==> config.mk <==
export PLATFORM = sky130hd
export DESIGN_NAME = periph_wr_bridge
export DESIGN_NICKNAME = d
export VERILOG_FILES = /design/src/rtl/pwb_pkg.sv /design/src/rtl/pwb_fifo.sv /design/src/rtl/pwb_handshake.sv /design/src/rtl/periph_wr_bridge.sv
export SDC_FILE = /design/constraint.sdc
export NUM_CORES = 1
export LEC_CHECK = 0
export CAP_MARGIN = 20
export CELL_PAD_IN_SITES_DETAIL_PLACEMENT = 0
export CELL_PAD_IN_SITES_GLOBAL_PLACEMENT = 1
export CORE_AREA = 3 3 87 89
export DETAILED_ROUTE_END_ITERATION = 7
export DIE_AREA = 0 0 90 92
export DONT_BUFFER_PORTS = 1
export PLACE_DENSITY_LB_ADDON = 0.1
export SLEW_MARGIN = 20
export SYNTH_ARGS = -nofsm -noshare
export SYNTH_HDL_FRONTEND = slang
export SYNTH_SLANG_ARGS = --single-unit
==> constraint.sdc <==
create_clock -name clk -period 2.64 [get_ports clk]
set_input_delay 0.528 -clock clk [delete_from_list [all_inputs] [get_ports clk]]
set_output_delay 0.528 -clock clk [all_outputs]
set_load 0.02 [all_outputs]
==> src/rtl/pwb_pkg.sv <==
package pwb_pkg;

   typedef enum logic [1:0] {
      HS_IDLE = 2'd0,
      HS_REQ  = 2'd1,
      HS_SEND = 2'd2,
      HS_WAIT = 2'd3
   } hs_state_t;

   function automatic int unsigned ptr_width(input int unsigned depth);
      return (depth > 1) ? $clog2(depth) : 1;
   endfunction

endpackage

==> src/rtl/pwb_fifo.sv <==
module pwb_fifo
   import pwb_pkg::*;
#(
   parameter int unsigned DATA_W = 8,
   parameter int unsigned DEPTH  = 8
) (
   input  logic              clk,
   input  logic              rst,
   input  logic              push,
   input  logic [DATA_W-1:0] push_data,
   input  logic              pop,
   output logic [DATA_W-1:0] head,
   output logic              empty,
   output logic              full
);
   localparam int unsigned AW   = ptr_width(DEPTH);
   localparam int unsigned CW   = $clog2(DEPTH + 1);
   localparam bit          POW2 = ((1 << AW) == DEPTH);

   logic [DATA_W-1:0] mem [DEPTH];
   logic [AW-1:0]     wr_ptr, rd_ptr, wr_nxt, rd_nxt;
   logic [CW-1:0]     count;

   if (DEPTH < 2) begin : g_bad_depth
      $error("pwb_fifo: DEPTH must be at least 2");
   end
   if (DATA_W < 1) begin : g_bad_width
      $error("pwb_fifo: DATA_W must be at least 1");
   end

   // pointer wrap: free on a power of two, explicit compare otherwise
   if (POW2) begin : g_wrap_free
      assign wr_nxt = wr_ptr + 1'b1;
      assign rd_nxt = rd_ptr + 1'b1;
   end else begin : g_wrap_cmp
      assign wr_nxt = (wr_ptr == AW'(DEPTH - 1)) ? '0 : wr_ptr + 1'b1;
      assign rd_nxt = (rd_ptr == AW'(DEPTH - 1)) ? '0 : rd_ptr + 1'b1;
   end

   always_ff @(posedge clk) begin
      if (push) mem[wr_ptr] <= push_data;
   end

   always_ff @(posedge clk) begin
      if (rst) begin
         wr_ptr <= '0;
         rd_ptr <= '0;
         count  <= '0;
      end else begin
         if (push) wr_ptr <= wr_nxt;
         if (pop)  rd_ptr <= rd_nxt;
         case ({push, pop})
            2'b10:   count <= count + 1'b1;
            2'b01:   count <= count - 1'b1;
            default: count <= count;
         endcase
      end
   end

   assign head  = mem[rd_ptr];
   assign empty = (count == '0);
   assign full  = (count == CW'(DEPTH));

   AST_NO_OVERFLOW: assert property (@(posedge clk) disable iff (rst)
      push |-> !full) else $error("push into full buffer");
   AST_NO_UNDERFLOW: assert property (@(posedge clk) disable iff (rst)
      pop |-> !empty) else $error("pop from empty buffer");
endmodule

==> src/rtl/pwb_handshake.sv <==
module pwb_handshake
   import pwb_pkg::*;
#(
   parameter int unsigned DATA_W = 8
) (
   input  logic              clk,
   input  logic              rst,
   input  logic              head_valid,
   input  logic [DATA_W-1:0] head_data,
   output logic              pop,
   output logic              req_o,
   input  logic              grant_i,
   output logic [DATA_W-1:0] data_o,
   output logic              strobe_o,
   input  logic              done_i,
   output logic              active_o
);
   hs_state_t         state, state_nxt;
   logic [DATA_W-1:0] hold_q;

   always_comb begin
      state_nxt = state;
      unique case (state)
         HS_IDLE: if (head_valid) state_nxt = HS_REQ;
         HS_REQ:  if (grant_i)    state_nxt = HS_SEND;
         HS_SEND:                 state_nxt = HS_WAIT;
         HS_WAIT: if (done_i)     state_nxt = HS_IDLE;
         default:                 state_nxt = HS_IDLE;
      endcase
   end

   always_ff @(posedge clk) begin
      if (rst) begin
         state  <= HS_IDLE;
         hold_q <= '0;
      end else begin
         state <= state_nxt;
         if (state == HS_REQ && grant_i)
            hold_q <= head_data;
         else if (state == HS_WAIT && done_i)
            hold_q <= '0;
      end
   end

   assign pop      = (state == HS_WAIT) && done_i;
   assign req_o    = (state == HS_REQ);
   assign strobe_o = (state == HS_SEND) || (state == HS_WAIT);
   assign data_o   = hold_q;
   assign active_o = (state != HS_IDLE);

   AST_REQ_HOLD: assert property (@(posedge clk) disable iff (rst)
      (req_o && !grant_i) |=> req_o) else $error("request dropped early");
   AST_REQ_DROP: assert property (@(posedge clk) disable iff (rst)
      (req_o && grant_i) |=> (!req_o && strobe_o)) else $error("no strobe after grant");
   AST_STB_HOLD: assert property (@(posedge clk) disable iff (rst)
      (strobe_o && !done_i) |=> (strobe_o && $stable(data_o))) else $error("data moved");
   AST_REQ_STB_EXCL: assert property (@(posedge clk) disable iff (rst)
      !(req_o && strobe_o)) else $error("request and strobe overlap");
endmodule

==> src/rtl/periph_wr_bridge.sv <==
module periph_wr_bridge
   import pwb_pkg::*;
#(
   parameter int unsigned DATA_W = 8,
   parameter int unsigned DEPTH  = 8
) (
   input  logic              clk,
   input  logic              rst,
   input  logic              wr_valid,
   input  logic [DATA_W-1:0] wr_data,
   output logic              wr_ready,
   output logic              per_req,
   input  logic              per_grant,
   output logic [DATA_W-1:0] per_data,
   output logic              per_strobe,
   input  logic              per_done,
   output logic              busy
);
   logic              push, pop, empty, full, active;
   logic [DATA_W-1:0] head;

   assign wr_ready = !full;
   assign push     = wr_valid && !full;

   pwb_fifo #(.DATA_W(DATA_W), .DEPTH(DEPTH)) u_fifo (
      .clk(clk), .rst(rst),
      .push(push), .push_data(wr_data),
      .pop(pop), .head(head),
      .empty(empty), .full(full)
   );

   pwb_handshake #(.DATA_W(DATA_W)) u_hs (
      .clk(clk), .rst(rst),
      .head_valid(!empty), .head_data(head), .pop(pop),
      .req_o(per_req), .grant_i(per_grant),
      .data_o(per_data), .strobe_o(per_strobe),
      .done_i(per_done), .active_o(active)
   );

   assign busy = active || !empty;

   AST_REQ_NEEDS_WORD: assert property (@(posedge clk) disable iff (rst)
      per_req |-> !empty) else $error("request with empty buffer");
   AST_BUSY_WHEN_FULL: assert property (@(posedge clk) disable iff (rst)
      !wr_ready |-> busy) else $error("full but not busy");
   AST_NO_STROBE_IDLE: assert property (@(posedge clk) disable iff (rst)
      per_strobe |-> busy) else $error("strobe while not busy");
endmodule

==> flow_summary.yaml <==
worst_setup_path:
  reg2reg_from: "u_fifo.count[0]"
  slowest_delay_ns: 0.61
  crit_start: "u_fifo.count[0]"
  crit_fanout: 8
  worstPathRequired_ns: 2.88
  r2r_setup_slack_ns: 0.17
  crit_path_end_kind: "flip-flop"
  slowest_stage: "or4b_4"
  r2r_end: "u_fifo.count[3]"
  worstPathArrival_ns: 2.71
  r2r_cells: 6
  crit_chain: "or4b_4, nand2_8, ha_1, or3_1, o32ai_1, mux2_1"
  crit_type: "flip-flop to flip-flop"
  crit_path_start_kind: "flip-flop"
sta:
  max_slew.worst_pin.slew_ns: 0.6882
  fin_ws_ns: 0.1671
  rsz0062_at_grt: "no"
  fin_crit_ns: 2.473
  max_freq_ghz: 0.4044
  relSlewSlack_pct: 54.06
  maxSlewViolCount: 0
  hold_ws_ns: 0.2333
  post-route-period-util_pct: 93.67
  hold_violations: 0
  finalSetupViolCount: 0
  setup_tns_ns: 0
  finalClockSkew_ns: 0.007119
logic_synthesis:
  ys_top_cells_by_area: "edfxtp_1, dfxtp_1, mux2i_1"
  synth_cell_type_count: 38
  post-synth-top-area-cell: "edfxtp_1"
  async_reset_ff_share_pct: 0
  yosysSeqAreaShare_pct: 66.62
  syn_inst: 238
  synth_commonest_cells: "edfxtp_1, dfxtp_1, nor2_1"
  synth_area_um2: 3576
  yosysMostFrequentCell: "edfxtp_1"
  syn_nets: 261
  synth_ff_type: "edfxtp_1"
  synth_top_area_share_pct: 53.74
  synth_edf_count: 64
  syn_area_per_cell_um2: 15.02
  synth_warnings: 0
  synth_seq_cells: 87
die:
  fp.dieArea_um2: 8280
  rows: 30
  die_x_um: 90
  placeableCoreArea_um2: 6832
  start_util_pct: 52.34
  die_y_um: 92
  pin_count: 25
final_layout:
  layout.nets: 275
  stdcell_count: 353
  final_cell_area_um2: 3915
  drive_above_1_share_pct: 16.34
  postLayoutCoreUtil_pct: 57.31
  synthToLayoutAreaGrowth_pct: 9.482
  n_antenna_cell: 0
cts:
  clockBufferDepth: 2
  cts_tree: "built"
  htree_levels: 3
  cts_buffers: 9
  clk_latency_ns: 0.35
  path_clk_slew_ns: 0.08
  cts_root_buf: "clkbuf_8"
  post_cts_buffers: 0
  cts.sinks: 87
drt:
  dr.pass1.iters: 4
  viasPerCell: 5.564
  ant_nets: 0
  totalWireLength_um: 6812
  routedWlPerCell_um: 19.30
  drt_iter0_markers: 90
  route.detailed.drc: 0
  num_vias: 1964
placement:
  place_congestion: 0.8126
  place_ws_ns: 0.08617
  io_buffers: 0
  dpl.hpwl_um: 4387
  dp_cells: 337
  place_area_um2: 3712
global_routing:
  grt.total_usage_pct: 17.79
  grt_pass1_vias: 2015
  grt_pass1_wl_um: 10810
  overflow: 0
  grt_max_degree: 25
  antenna_found_initial: 0
worst_hold_path:
  hold_start: "rst"
  hp-class: "input pin to flip-flop"
  hold_depth: 1
  min_to: "u_fifo.wr_ptr[1]"
pwr:
  ir_worst_vdd_mv: 0.3180
  power.density_nw_per_um2: 747.9
  power_mw: 2.928
  p_leak_nw: 1.305
job:
  maxCapViolCount: 0
outcome:
  outcome: "complete, no violations"
==> cell usage in the layout (no fill, tap or decap), types with 7 or more instances in the layout <==
cell      synthesis  routed
a21oi_1           9       9
ha_1             10       9
edfxtp_1         64      64
buf_4             0      12
nand3_1           7       7
nor2b_1           7       7
nand2_1          13      13
clkbuf_8          0       9
mux4_2            8       8
mux2i_1          18      18
dfxtp_1          23      23
nor2_1           19      19
==> worst max-delay path by stage <==
stage	endpoint	slack, ns	depth (start not counted)
after floorplan	u_fifo.count[3]	0.27	7
after global placement	u_fifo.count[3]	0.24	6
after detailed placement	u_fifo.count[2]	0.09	9
after CTS	u_fifo.count[2]	0.06	9
after global routing	u_fifo.count[2]	0.007	9
final	u_fifo.count[3]	0.17	6
==> flip-flops by register name, summed over array words and instances, names as in the netlist, named ones only <==
register / cells
u_hs.state: 2
u_hs.data_o: 8
u_fifo.mem: 64
u_fifo.rd_ptr: 3
u_fifo.count: 4
u_fifo.wr_ptr: 3
==> final cells by class <==
type | count | area, um2
fill | 549 | 2917
sequential | 87 | 2382
multi-input combinational | 137 | 1107
clock buffer | 9 | 123.9
tap | 96 | 120.1
timing repair buffer | 12 | 90.09
clock inverter | 7 | 72.57
inverter | 5 | 18.77
==> what timing repair did <==
item	in CTS	in global routing
hold buffers	0	0
gates resized for setup	0	2
setup endpoints to repair	0	2
==> power by group <==
group / internal [mW] / switching (mW) / total (mW)
combinational: 0.166 / 0.249 / 0.415
sequential: 1.54 / 0.0783 / 1.62
clock: 0.438 / 0.457 / 0.895
total: 2.14 / 0.784 / 2.93
==> per-layer routing <==
metal,GRT usage (%),wire [um],vias up
met1,19.92,2739,983
met5,0,0,-
met2,31.55,3613,51
met4,6.378,93,0
li1,-,-,920
met3,6.071,366,10
==> worst max-delay path, delay by kind of cell, from the launching register on <==
| family | cells | cell delay [ns] |
|---|---|---|
| AO/OA/AOI/OAI | 1 | 0.16 |
| adder cells (fa/ha/maj) | 1 | 0.32 |
| flip-flops | 1 | 0.38 |
| multiplexers | 1 | 0.35 |
| AND/OR/NAND/NOR | 3 | 1.14 |
==> cells by family after synthesis <==
group                    synth area share (%)
AO/OA/AOI/OAI                           5.353
XOR/XNOR                                1.925
adder cells (fa/ha/maj)                 3.499
buffers and inverters                   2.589
flip-flops                              66.62
multiplexers                            10.39
AND/OR/NAND/NOR                         9.622
Power figures use the tool's default switching activity.
